==> src/rtl/fdc_hs_pkg.sv <==
package fdc_hs_pkg;
  localparam int CNT_W = 4;
  localparam int CODE_W = 5;

  typedef enum logic [1:0] {PH_IDLE, PH_CMD, PH_EXEC, PH_RES} phase_e;

  typedef struct packed {
    logic [CNT_W-1:0] n_par;
    logic [CNT_W-1:0] n_res;
    logic             run;
  } op_info_t;

  function automatic op_info_t op_lookup(input logic [CODE_W-1:0] code);
    op_info_t r;
    case (code)
      5'h03:   r = '{n_par: 4'd2, n_res: 4'd0, run: 1'b0};
      5'h04:   r = '{n_par: 4'd1, n_res: 4'd1, run: 1'b0};
      5'h05:   r = '{n_par: 4'd8, n_res: 4'd7, run: 1'b1};
      5'h06:   r = '{n_par: 4'd8, n_res: 4'd7, run: 1'b1};
      5'h07:   r = '{n_par: 4'd1, n_res: 4'd0, run: 1'b0};
      5'h08:   r = '{n_par: 4'd0, n_res: 4'd2, run: 1'b0};
      5'h0F:   r = '{n_par: 4'd2, n_res: 4'd0, run: 1'b0};
      default: r = '{n_par: 4'd0, n_res: 4'd1, run: 1'b0};
    endcase
    return r;
  endfunction
endpackage

==> src/rtl/hs_op_table.sv <==
module hs_op_table
  import fdc_hs_pkg::*;
#(
  parameter int DW = 8
) (
  input  logic [DW-1:0] opcode,
  output op_info_t      info
);
  always_comb info = op_lookup(opcode[CODE_W-1:0]);
endmodule

==> src/rtl/hs_drive_flags.sv <==
module hs_drive_flags #(
  parameter int NUM_DRV = 2,
  parameter int FIELD_W = 2
) (
  input  logic               clk,
  input  logic               rst,
  input  logic [NUM_DRV-1:0] seek_active,
  output logic [FIELD_W-1:0] drv_busy
);
  for (genvar i = 0; i < FIELD_W; i++) begin : g_drv
    if (i < NUM_DRV) begin : g_live
      always_ff @(posedge clk) begin
        if (rst) drv_busy[i] <= 1'b0;
        else     drv_busy[i] <= seek_active[i];
      end
    end else begin : g_tie
      assign drv_busy[i] = 1'b0;
    end
  end
endmodule

==> src/rtl/hs_phase_fsm.sv <==
module hs_phase_fsm
  import fdc_hs_pkg::*;
#(
  parameter int DW = 8
) (
  input  logic             clk,
  input  logic             rst,
  input  logic             wr_ok,
  input  logic             rd_ok,
  input  logic             exec_done,
  input  logic [DW-1:0]    wdata,
  input  op_info_t         info,
  output logic             rqm,
  output logic             dio,
  output logic             busy,
  output logic             exec_phase,
  output logic             take_valid,
  output logic [DW-1:0]    take_data,
  output logic [CNT_W-1:0] take_idx,
  output logic             res_pop,
  output logic [CNT_W-1:0] res_idx
);
  phase_e           ph, ph_n;
  logic [CNT_W-1:0] left, left_n;
  logic [CNT_W-1:0] nres, nres_n;
  logic             run, run_n;
  logic [CNT_W-1:0] idx;
  logic             gap_n;

  always_comb begin
    ph_n   = ph;
    left_n = left;
    nres_n = nres;
    run_n  = run;
    gap_n  = wr_ok | rd_ok;
    case (ph)
      PH_IDLE: if (wr_ok) begin
        nres_n = info.n_res;
        run_n  = info.run;
        if (info.n_par != '0) begin
          ph_n = PH_CMD;  left_n = info.n_par;
        end else if (info.run) begin
          ph_n = PH_EXEC;
        end else if (info.n_res != '0) begin
          ph_n = PH_RES;  left_n = info.n_res;
        end
      end
      PH_CMD: if (wr_ok) begin
        if (left == CNT_W'(1)) begin
          if (run) ph_n = PH_EXEC;
          else if (nres != '0) begin ph_n = PH_RES; left_n = nres; end
          else ph_n = PH_IDLE;
        end else begin
          left_n = left - CNT_W'(1);
        end
      end
      PH_EXEC: if (exec_done) begin
        if (nres != '0) begin ph_n = PH_RES; left_n = nres; end
        else ph_n = PH_IDLE;
      end
      PH_RES: if (rd_ok) begin
        if (left == CNT_W'(1)) ph_n = PH_IDLE;
        else left_n = left - CNT_W'(1);
      end
      default: ph_n = PH_IDLE;
    endcase
  end

  always_ff @(posedge clk) begin
    if (rst) begin
      ph <= PH_IDLE; left <= '0; nres <= '0; run <= 1'b0; idx <= '0;
      rqm <= 1'b1; dio <= 1'b0; busy <= 1'b0; exec_phase <= 1'b0;
      take_valid <= 1'b0; take_data <= '0; take_idx <= '0;
      res_pop <= 1'b0; res_idx <= '0;
    end else begin
      ph   <= ph_n;
      left <= left_n;
      nres <= nres_n;
      run  <= run_n;
      rqm  <= ~gap_n & (ph_n != PH_EXEC);
      dio  <= (ph_n == PH_RES);
      busy <= (ph_n != PH_IDLE);
      exec_phase <= (ph_n == PH_EXEC);
      take_valid <= wr_ok;
      res_pop    <= rd_ok;
      if (wr_ok) begin
        take_data <= wdata;
        take_idx  <= (ph == PH_IDLE) ? '0 : idx;
        idx       <= (ph == PH_IDLE) ? CNT_W'(1) : idx + CNT_W'(1);
      end
      if (rd_ok) res_idx <= nres - left;
    end
  end
endmodule

==> src/rtl/fdc_cmd_handshake.sv <==
module fdc_cmd_handshake
  import fdc_hs_pkg::*;
#(
  parameter int NUM_DRV = 2,
  parameter int DW      = 8
) (
  input  logic               clk,
  input  logic               rst,
  input  logic               dp_wr,
  input  logic               dp_rd,
  input  logic [DW-1:0]      dp_wdata,
  input  logic [NUM_DRV-1:0] seek_active,
  input  logic               exec_done,
  output logic [7:0]         status,
  output logic               take_valid,
  output logic [DW-1:0]      take_data,
  output logic [CNT_W-1:0]   take_idx,
  output logic               res_pop,
  output logic [CNT_W-1:0]   res_idx,
  output logic               exec_phase,
  output logic               proto_err
);
  localparam int DRV_FIELD = 2;

  logic                 rqm, dio, busy;
  logic [DRV_FIELD-1:0] drv_busy;
  logic                 wr_ok, rd_ok, bad;
  op_info_t             info;

  assign wr_ok = dp_wr & rqm & ~dio;
  assign rd_ok = dp_rd & rqm & dio;
  assign bad   = (dp_wr & ~wr_ok) | (dp_rd & ~rd_ok);

  hs_op_table #(.DW(DW)) u_tab (.opcode(dp_wdata), .info(info));

  hs_drive_flags #(.NUM_DRV(NUM_DRV), .FIELD_W(DRV_FIELD)) u_drv (
    .clk(clk), .rst(rst), .seek_active(seek_active), .drv_busy(drv_busy)
  );

  hs_phase_fsm #(.DW(DW)) u_fsm (
    .clk(clk), .rst(rst), .wr_ok(wr_ok), .rd_ok(rd_ok),
    .exec_done(exec_done), .wdata(dp_wdata), .info(info),
    .rqm(rqm), .dio(dio), .busy(busy), .exec_phase(exec_phase),
    .take_valid(take_valid), .take_data(take_data), .take_idx(take_idx),
    .res_pop(res_pop), .res_idx(res_idx)
  );

  always_ff @(posedge clk) begin
    if (rst) proto_err <= 1'b0;
    else if (bad) proto_err <= 1'b1;
  end

  assign status = {rqm, dio, 1'b0, busy, 2'b00, drv_busy};
endmodule

==> config.mk <==
export PLATFORM = sky130hd
export DESIGN_NAME = fdc_cmd_handshake
export DESIGN_NICKNAME = d
export VERILOG_FILES = /design/src/rtl/fdc_hs_pkg.sv /design/src/rtl/hs_op_table.sv /design/src/rtl/hs_drive_flags.sv /design/src/rtl/hs_phase_fsm.sv /design/src/rtl/fdc_cmd_handshake.sv
export SDC_FILE = /design/constraint.sdc
export NUM_CORES = 1
export LEC_CHECK = 0
export CAP_MARGIN = 20
export CORE_ASPECT_RATIO = 0.6
export CORE_MARGIN = 2
export CORE_UTILIZATION = 50
export CTS_CLUSTER_SIZE = 28
export DETAILED_ROUTE_END_ITERATION = 6
export GPL_ROUTABILITY_DRIVEN = 0
export HOLD_SLACK_MARGIN = 0.08
export PLACE_DENSITY = 0.78
export SLEW_MARGIN = 20
export SYNTH_ARGS = -nofsm -noshare
export SYNTH_HDL_FRONTEND = slang
export SYNTH_SLANG_ARGS = --single-unit
export TNS_END_PERCENT = 1
==> constraint.sdc <==
create_clock -name clk -period 2.3 [get_ports clk]
set_input_delay 0.46 -clock clk [delete_from_list [all_inputs] [get_ports clk]]
set_output_delay 0.46 -clock clk [all_outputs]
set_load 0.03 [all_outputs]
## Yosys cells after proc, flatten, opt, wreduce, memory -nomap -nowiden

Cells that the tools add are included.

| storage, ports and cells | value |
|---|---|
| output and inout bits | 28 |
| register bits | 40 |
| bits of input ports | 15 |
| word-level logic and storage cells | 91 |

| operators by class | value |
|---|---|
| bitwise gates (word level) | 13 |
| multiplexer cells | 27 |
| reductions and logical operators | 9 |
| equal/unequal tests | 22 |
| add/subtract/negate cells | 3 |

Operator list:

| operator | number |
|---|---|
| $mux 4 | 13 |
| $pmux 9 s5 | 1 |
| $mux 2 | 11 |
| $eq 5x3->1 const B | 4 |
| $pmux 4 s4 | 1 |
| $reduce_bool 4->1 | 3 |
| $eq 5x4->1 const B | 2 |
| $eq 2x2->1 const B | 4 |
| $ne 2x2->1 const B | 4 |
| $pmux 2 s4 | 1 |
| $reduce_and 8->1 | 1 |
| $and 1x1->1 | 7 |
| $ne 3x3->1 const B | 2 |
| $eq 5x2->1 const B | 1 |
| $add 4x1->4 const B | 1 |
| $eq 4x1->1 const B | 1 |
| $ne 2x1->1 const B | 2 |
| $not 1->1 | 4 |
| $reduce_or 2->1 | 2 |
| $sub 4x1->4 const B | 1 |
| $sub 4x4->4 | 1 |
| $ne 3x1->1 const B | 1 |
| $eq 2x1->1 const B | 1 |
| $logic_not 2->1 | 1 |
| other kinds (3) | 4 |

## Depth between registers and ports, before layout

Gate-level depths: netlist of the first run.

| depth | value |
|---|---|
| depth in word-level cells | 11 |
| gate-level depth with buffers | 6 |

## Modules after synthesis

A second synthesis of the first run with hierarchy kept.

| second synthesis, totals | value |
|---|---|
| cells, all modules | 240 |
| area total of the unflattened synthesis | 2147.1 um^2 |

By module, submodules not included:

| module | area an instance (um^2) | cells an instance | instances |
|---|---|---|---|
| hs_phase_fsm | 1848.0 | 201 | 1 |
| hs_op_table | 135.1 | 20 | 1 |
| fdc_cmd_handshake | 111.4 | 15 | 1 |
| hs_drive_flags | 52.6 | 4 | 1 |

## Least setup slack after synthesis of the first run

No wires, ideal clock.

| timing path | value |
|---|---|
| path kind | register to register |
| from | register u_fsm.left[1] |
| to | register u_fsm.rqm |
| slack | 502 ps |
| period minus slack after synthesis | 1798 ps |
| data arrival time | 1675 ps |
| library setup time | 122 ps |
| path buffers | 0 |
| data required time | 2178 ps |
| stages on the path, launching flop included | 7 |
| path through | dfxtp_1 > inv_1 > ha_1 > nor3b_2 > nand2_2 > a2111o_1 > a311o_1 |

| on the way | value |
|---|---|
| word-level cells in the longest chain between the ends | 6 |
| elaborated cells on any way between the ends | 8 |
| those cells by class | eq/ne: 2; mux: 5; bitwise: 1 |

RTL lines:

| element | RTL line | RTL |
|---|---|---|
| start: declaration | hs_phase_fsm.sv:24 | `logic [CNT_W-1:0] left, left_n;` |
| start signal: assignment | hs_phase_fsm.sv:77 | `left <= left_n;` |
| $eq 4x1->1 * | hs_phase_fsm.sv:49, hs_phase_fsm.sv:62 |  |
| $mux 2 (on tied branches) | hs_phase_fsm.sv:62, hs_phase_fsm.sv:49 |  |
| $mux 2 (on tied branches) | hs_phase_fsm.sv:61, hs_phase_fsm.sv:48 |  |
| $pmux 2 s4 * | hs_phase_fsm.sv:36 | `case (ph)` |
| $ne 2x2->1 * | hs_phase_fsm.sv:80 | `rqm <= ~gap_n & (ph_n != PH_EXEC);` |
| $and 1x1->1 * | hs_phase_fsm.sv:80 |  |
| end signal: assignment | hs_phase_fsm.sv:80 |  |
| end: declaration | hs_phase_fsm.sv:13 | `output logic rqm,` |

Every way passes the cells marked *; elsewhere a longest branch is shown, timed or not.
A chain may end at the register's enable or synchronous reset.

## Worst setup path in the final report of the first run

| timing path | value |
|---|---|
| from | input port dp_wdata[1] |
| to | register u_fsm.left[1] |

| on the way | value |
|---|---|
| word-level cells in the longest chain between the ends | 8 |
| elaborated cells on any way between the ends | 20 |
| those cells by class | eq/ne: 9; mux: 6; reduce/logical: 5 |

RTL lines:

| element | RTL line | RTL |
|---|---|---|
| start: declaration | fdc_cmd_handshake.sv:11 | `input logic [DW-1:0] dp_wdata,` |
| $eq 5x2->1, or another cell as far along | fdc_hs_pkg.sv:15 | `case (code)` |
| $reduce_or 2->1 (no source line) | n/a |  |
| $pmux 9 s5 * | fdc_hs_pkg.sv:15 |  |
| $mux 4 | hs_phase_fsm.sv:44 | `end else if (info.n_res != '0) begin` |
| $mux 4 | hs_phase_fsm.sv:42 | `end else if (info.run) begin` |
| $mux 4 | hs_phase_fsm.sv:40 | `if (info.n_par != '0) begin` |
| $mux 4 | hs_phase_fsm.sv:37 | `PH_IDLE: if (wr_ok) begin` |
| $pmux 4 s4 | hs_phase_fsm.sv:36 |  |

Every way passes the cells marked *; elsewhere a longest branch is shown, timed or not. The select of a mux whose other input is x is not followed.

==> results.ini, run 1 <==
[pwr]
cellLeakagePower_nw = 0.906
vdd_drop_max_mv = 0.701
power_density_normalized_to_cell_area_mw_per_mm2 = 1140

[timing]
final.setup_skew_ns = 0.00526
number_of_pins_with_negative_max_slew_slack_in_the_final_report = 0
grt_setup_unrepaired = no
min_period_ns = 1.99
finalSetupViolCount = 0
max_freq_ghz = 0.503
tightestPinTransition_ns = 0.517
post-route-period-util_pct = 86.4
final-hold-violation-count = 0
setup_tns_ns = 0
worst_slew_margin_relative_to_its_limit_pct = 65.5

[setup_path]
critPathRequiredTime_ns = 2.49
crit_path_max_fanout = 7
worst_r2r_path_depth = 6
crit_path_end_kind = register
critical_path.startpoint_type = input port
arrival_ns = 2.18
setup.worst_path.class = in -> reg

[yosys]
asyncSetResetFlopFracSynth_pct = 0
synth.yosys.warnings = 0
synthesis.area_mm2 = 0.00200
synth_top_area_share_pct = 38.1
synth-edff-count = 0
postSynth.topFlopCell = sky130_fd_sc_hd__dfxtp_1
ys_top_cells_by_area = sky130_fd_sc_hd__dfxtp_1 (38%), sky130_fd_sc_hd__a21oi_1 (7.5%), sky130_fd_sc_hd__nand2_1 (5.1%), sky130_fd_sc_hd__ha_1 (3.8%), sky130_fd_sc_hd__nor2_1 (3.2%)
yosysSeqAreaShare_pct = 38.1
postSynthRegisterBits = 38
synth_largest_area_cell = sky130_fd_sc_hd__dfxtp_1
syn_inst = 239
netlist-cell-type-count = 52
postSynthAreaPerCell_um2 = 8.36

[status]
outcome = completed

[route]
post-route-drc-count = 0
vias = 1865
drtAntennaViolNets = 0
routed_wl_um = 4660
wl_per_cell_um = 14.2
drt_pass1_iterations = 4
route.detailed.vias_per_inst = 5.69
first_iter_violations = 140

[final_layout]
nets = 302
area_growth_syn_to_layout_pct = 27.1
fin_area_mm2 = 0.00254
insertedDiodeCount = 0
post_route_cells_drive_above_1_share_pct = 9.61

[floorplan]
chipHeight_um = 53.0
core_region_area_mm2 = 0.00374
floorplan.initialDensity_pct = 53.4
floorplan.die_area_mm2 = 0.00453
die_w_um = 85.6
fp-row-count = 17
num_io_pins = 43

[clock_tree]
cts_hold_buf = 0
tritoncts_clock_tree = built
postCtsSetupRepairBufs = 0
cts.repair.resized = 0
clock_buffers_created_by_tritoncts = 5
clock_insertion_delay_at_the_later_pin_of_the_skew_report_ns = 0.29
clockBufferDepth = 2
clk_pin_slew_worst_paths_ns = 0.07
clock_sink_count = 38
clockRootBuffer = sky130_fd_sc_hd__clkbuf_8
h-tree-depth = 2

[hold_path]
worstHoldPathCells = 2
timing.hold.worst.class = reg -> reg

[place]
dpl-instance-area_mm2 = 0.00245
io_buffers = 39
detailedPlacementHpwl_um = 3490

[global_routing]
global_route_wire_length_before_repair_um = 7990
globalRoute.totalOverflow = 0
maximum_number_of_pins_on_one_net_before_global_route_repair = 27
vias_in_the_first_global_route = 1657
grt_usage_pct = 22.6
grt_antenna_before_repair = 0

[job]
maxCapViolCount = 0

-- area by class of cell --
class                   instances  area [um^2]
well taps                      47         58.8
multi-input cells             176         1100
clock buffers                   7         86.3
flip-flops and latches         38          761
clock inverters                 1         5.00
inverters                       8         30.0
fillers                       320         1200
repair buffers                 51          493
-- kinds of logic (layout without fill, tap and decap cells) --
group / count (synthesis) / after routing / synth area share (%)
adders and majority gates: 7 / 7 / 4.76
xor gates and xnor gates: 3 / 3 / 1.32
buffers and inverters: 27 / 67 / 7.01
AOI/OAI and AO/OA: 75 / 75 / 25.0
DFF: 38 / 38 / 38.1
and+or+nand+nor: 88 / 88 / 23.7
other: 1 / 3 / 0.188
-- cells in the mapped netlist (2+ instances only) --
cell type	count
sky130_fd_sc_hd__dfxtp_1	38
sky130_fd_sc_hd__a21oi_1	30
sky130_fd_sc_hd__nand2_1	27
sky130_fd_sc_hd__nor2_1	17
sky130_fd_sc_hd__clkbuf_1	9
sky130_fd_sc_hd__a211oi_1	8
sky130_fd_sc_hd__inv_1	8
sky130_fd_sc_hd__nand3_1	7
sky130_fd_sc_hd__buf_4	6
sky130_fd_sc_hd__ha_1	6
sky130_fd_sc_hd__nand2b_1	6
sky130_fd_sc_hd__o21ai_0	6
sky130_fd_sc_hd__o211ai_1	5
sky130_fd_sc_hd__a221oi_1	4
sky130_fd_sc_hd__nand3b_1	4
sky130_fd_sc_hd__or3_1	4
sky130_fd_sc_hd__a311oi_1	3
sky130_fd_sc_hd__a31oi_1	3
sky130_fd_sc_hd__nor2b_1	3
sky130_fd_sc_hd__nor3_1	3
sky130_fd_sc_hd__xnor2_1	3
sky130_fd_sc_hd__a211o_1	2
sky130_fd_sc_hd__a21o_1	2
sky130_fd_sc_hd__and2_1	2
sky130_fd_sc_hd__and3_1	2
sky130_fd_sc_hd__buf_6	2
sky130_fd_sc_hd__nor3b_1	2
sky130_fd_sc_hd__o21a_1	2
sky130_fd_sc_hd__or3b_2	2
-- critical path: stages --
cell and delay, ns:
sky130_fd_sc_hd__clkdlybuf4s50_1 0.51, sky130_fd_sc_hd__nor4b_1 0.45, sky130_fd_sc_hd__a31oi_1 0.11, sky130_fd_sc_hd__or3_1 0.34
sky130_fd_sc_hd__a311oi_1 0.30
-- registers in the layout, indices dropped and copies added (netlist names), 2 cells and up --
signal           cells
u_fsm.take_data      8
u_fsm.take_idx       4
u_fsm.res_idx        4
u_fsm.left           4
u_fsm.idx            4
u_drv.drv_busy       2
u_fsm.nres           3
u_fsm.ph             2
-- power breakdown --
group	leakage (nW)	switching (W)	internal (W)	total [W]
Sequential	0.311	0.000205	0.000792	0.000998
Clock	0.0482	0.000233	0.000242	0.000475
Combinational	0.547	0.000768	0.000645	0.00141
-- path summary, 6_finish.rpt --
check	startpoint	endpoint	slack, ns
hold reg to reg	u_fsm.take_idx[2]	u_fsm.take_idx[2]	0.46
setup reg to reg	u_fsm.left[1]	u_fsm.rqm	0.32
setup / recovery	dp_wdata[1]	u_fsm.left[1]	0.31
hold / removal	u_fsm.take_idx[2]	u_fsm.take_idx[2]	0.46
-- stage by stage --
stage	setup slack, ns	utilization (%)	instances	power, W	hold WS [ns]
2_1_floorplan	0.502	-	241	0.00198	0.453
3_3_place_gp	0.144	65.4	320	0.00239	0.440
3_5_place_dp	0.0296	65.4	320	0.00240	0.447
4_1_cts	0.328	67.8	328	0.00288	0.457
5_1_grt	0.196	67.8	328	0.00309	0.480
6_report	0.314	67.8	328	0.00289	0.456
-- metal layers --
metal	wire (um)	vias to the layer above	track usage (%)
met5	0	-	0
met4	22	0	3.97
met3	340	4	5.46
met2	1820	75	31.1
met1	2480	848	35.2
li1	-	938	-
-- layout by cell type (no fill, tap or decap), types with 3 or more instances in the layout --
master,instances
sky130_fd_sc_hd__nor2b_1,3
sky130_fd_sc_hd__clkdlybuf4s50_1,39
sky130_fd_sc_hd__conb_1,3
sky130_fd_sc_hd__nor3_1,3
sky130_fd_sc_hd__nand2_1,27
sky130_fd_sc_hd__a311oi_1,3
sky130_fd_sc_hd__a31oi_1,3
sky130_fd_sc_hd__ha_1,6
sky130_fd_sc_hd__buf_4,11
sky130_fd_sc_hd__xnor2_1,3
sky130_fd_sc_hd__nor2_1,17
sky130_fd_sc_hd__nand2b_1,6
sky130_fd_sc_hd__inv_1,8
sky130_fd_sc_hd__or3_1,4
sky130_fd_sc_hd__o211ai_1,5
sky130_fd_sc_hd__nand3b_1,4
sky130_fd_sc_hd__o21ai_0,6
sky130_fd_sc_hd__a211oi_1,8
sky130_fd_sc_hd__dfxtp_1,38
sky130_fd_sc_hd__a21oi_1,30
sky130_fd_sc_hd__clkbuf_8,6
sky130_fd_sc_hd__a221oi_1,4
sky130_fd_sc_hd__nand3_1,7
(Power assumes the default switching activity.)
==> run 2, diff against run 1 <==
CORE_UTILIZATION = 40   (was 50)
PLACE_DENSITY = 0.64   (was 0.78)
==> results.ini, run 2 (same netlist as run 1, synthesis figures left out) <==
[place]
detailedPlacementHpwl_um = 3630  ; +4.1%
io_buffers = 39  ; unchanged

[floorplan]
fp-row-count = 19  ; +2
chipHeight_um = 58.7  ; +11%
num_io_pins = 43  ; unchanged
die_w_um = 95.2  ; +11%
core_region_area_mm2 = 0.00468  ; +25%
floorplan.die_area_mm2 = 0.00560  ; +23%
floorplan.initialDensity_pct = 42.7  ; -11 points

[route]
drt_pass1_iterations = 4  ; unchanged
wl_per_cell_um = 14.2  ; +0.13%
post-route-drc-count = 0  ; unchanged
first_iter_violations = 99  ; -29%
route.detailed.vias_per_inst = 5.38  ; -5.4%
routed_wl_um = 4930  ; +5.9%
vias = 1866  ; +0.054%
drtAntennaViolNets = 0  ; unchanged

[final_layout]
insertedDiodeCount = 0  ; unchanged
final_cell_mix = sky130_fd_sc_hd__clkdlybuf4s50_1 (39), sky130_fd_sc_hd__dfxtp_1 (38), sky130_fd_sc_hd__a21oi_1 (30), sky130_fd_sc_hd__nand2_1 (27), sky130_fd_sc_hd__nor2_1 (17)
largest_register_ffs = 8  ; unchanged
area_growth_syn_to_layout_pct = 29.9
nets = 305  ; +0.99%
max_flop_register = u_fsm.take_data
post_route_cells_drive_above_1_share_pct = 10.2  ; +0.60 points
final_common_cell = sky130_fd_sc_hd__clkdlybuf4s50_1

[setup_path]
setup.worst_path.end = u_fsm.rqm
critical_path.startpoint = u_fsm.left[0]
worst_r2r_path_depth = 5  ; -1
crit_path_end_kind = register
worst_r2r_endpoint = u_fsm.rqm
crit_path_max_fanout = 7  ; unchanged
setup.worst_path.class = reg -> reg
r2r_setup_slack_ns = 0.34  ; +0.02 ns
arrival_ns = 2.15  ; -0.03 ns
regToRegStartpoint = u_fsm.left[0]
critPathRequiredTime_ns = 2.49  ; about the same
critical_path.startpoint_type = register

[clock_tree]
cts.repair.resized = 0  ; unchanged
h-tree-depth = 2  ; unchanged
postCtsSetupRepairBufs = 0  ; unchanged
clockBufferDepth = 2  ; unchanged
cts_hold_buf = 0  ; unchanged
clock_insertion_delay_at_the_later_pin_of_the_skew_report_ns = 0.29  ; about the same
tritoncts_clock_tree = built
clockRootBuffer = sky130_fd_sc_hd__clkbuf_8
clk_pin_slew_worst_paths_ns = 0.07  ; about the same
clock_sink_count = 38  ; unchanged
clock_buffers_created_by_tritoncts = 5  ; unchanged

[pwr]
power_density_normalized_to_cell_area_mw_per_mm2 = 1160  ; +2.0%
vdd_drop_max_mv = 0.647  ; -7.7%
cellLeakagePower_nw = 0.926  ; +2.2%

[global_routing]
vias_in_the_first_global_route = 1712  ; +3.3%
globalRoute.totalOverflow = 0  ; unchanged
grt.met1_usage_pct = 30.2  ; -5.0 points
grt_usage_pct = 19.5  ; -3.1 points
global_route_wire_length_before_repair_um = 8270  ; +3.5%
groute.layer.met3.usage_pct = 5.51  ; +0.046 points
use_met2_pct = 25.2  ; -6.0 points
maximum_number_of_pins_on_one_net_before_global_route_repair = 27  ; unchanged
grt_antenna_before_repair = 0  ; unchanged
top_usage_layer = met1

[timing]
worst_hold_slack_across_all_endpoints_ns = 0.453  ; -0.00271 ns
finalSetupViolCount = 0  ; unchanged
number_of_pins_with_negative_max_slew_slack_in_the_final_report = 0  ; unchanged
final-hold-violation-count = 0  ; unchanged
grt_setup_unrepaired = no
max_freq_ghz = 0.509  ; +1.1%
post-route-period-util_pct = 85.4  ; -0.96 points
min_period_ns = 1.96  ; -0.0221 ns
final.setup_skew_ns = 0.00256  ; -0.00271 ns
setup_tns_ns = 0  ; unchanged

[job]
maxCapViolCount = 0  ; unchanged

[hold_path]
timing.hold.worst.class = reg -> reg

[status]
outcome = completed

==> run 2: cell types whose count changed in the layout (fill, tap and decap cells not counted), sizes merged <==
cell,delta
clkinv,-1
bufinv,+1
buf,+3
==> run 2: critical path: stages (launching register included) <==
cell and delay (ns):
sky130_fd_sc_hd__dfxtp_1 0.47, sky130_fd_sc_hd__ha_1 0.22, sky130_fd_sc_hd__nor4b_4 0.27, sky130_fd_sc_hd__nor2_2 0.13
sky130_fd_sc_hd__a2111o_1 0.41, sky130_fd_sc_hd__a311o_1 0.35
==> run 2: worst min path at each step <==
stage	from	to	slack, ns	depth (start not counted)
2_1_floorplan	u_fsm.idx[2]	u_fsm.idx[2]	0.45	2
3_3_place_gp	u_fsm.take_idx[3]	u_fsm.take_idx[3]	0.44	2
3_5_place_dp	u_fsm.take_idx[1]	u_fsm.take_idx[1]	0.45	2
4_1_cts	u_fsm.take_idx[1]	u_fsm.take_idx[1]	0.46	2
5_1_grt	u_fsm.take_data[7]	u_fsm.take_data[7]	0.48	2
6_report	u_fsm.take_idx[1]	u_fsm.take_idx[1]	0.45	2
==> run 2: power breakdown <==
part | internal (W) | total (W) | switching (W)
registers | 0.000792 | 0.000941 | 0.000148
logic | 0.000669 | 0.00151 | 0.000836
clock network | 0.000325 | 0.000565 | 0.000240
total | 0.00179 | 0.00301 | 0.00123
==> run 2: per-stage QoR <==
stage          setup WS [ns]  area [um^2]  total power, W  std cells  utilization [%]
6_report               0.336         2600         0.00301        347             55.4
5_1_grt                0.197         2600         0.00323        347             55.4
4_1_cts                0.333         2600         0.00302        347             55.4
3_5_place_dp          0.0937         2490         0.00245        339             53.2
3_3_place_gp           0.140         2490         0.00245        339             53.2
2_1_floorplan          0.502         2010         0.00198        241                -
==> run 2: per-layer routing <==
metal,part of all wire [%],routed length (um)
met5,0,0
met4,1.4,67
met3,7.2,355
met2,38,1870
met1,54,2640
==> run 2: cell type report <==
cell class,count,area (um^2)
fill,430,2090
multi-input combinational,176,1100
sequential,38,761
timing repair buffer,54,515
tap,63,78.8
clock buffer,7,76.3
clock inverter,1,30.0
inverter,8,30.0
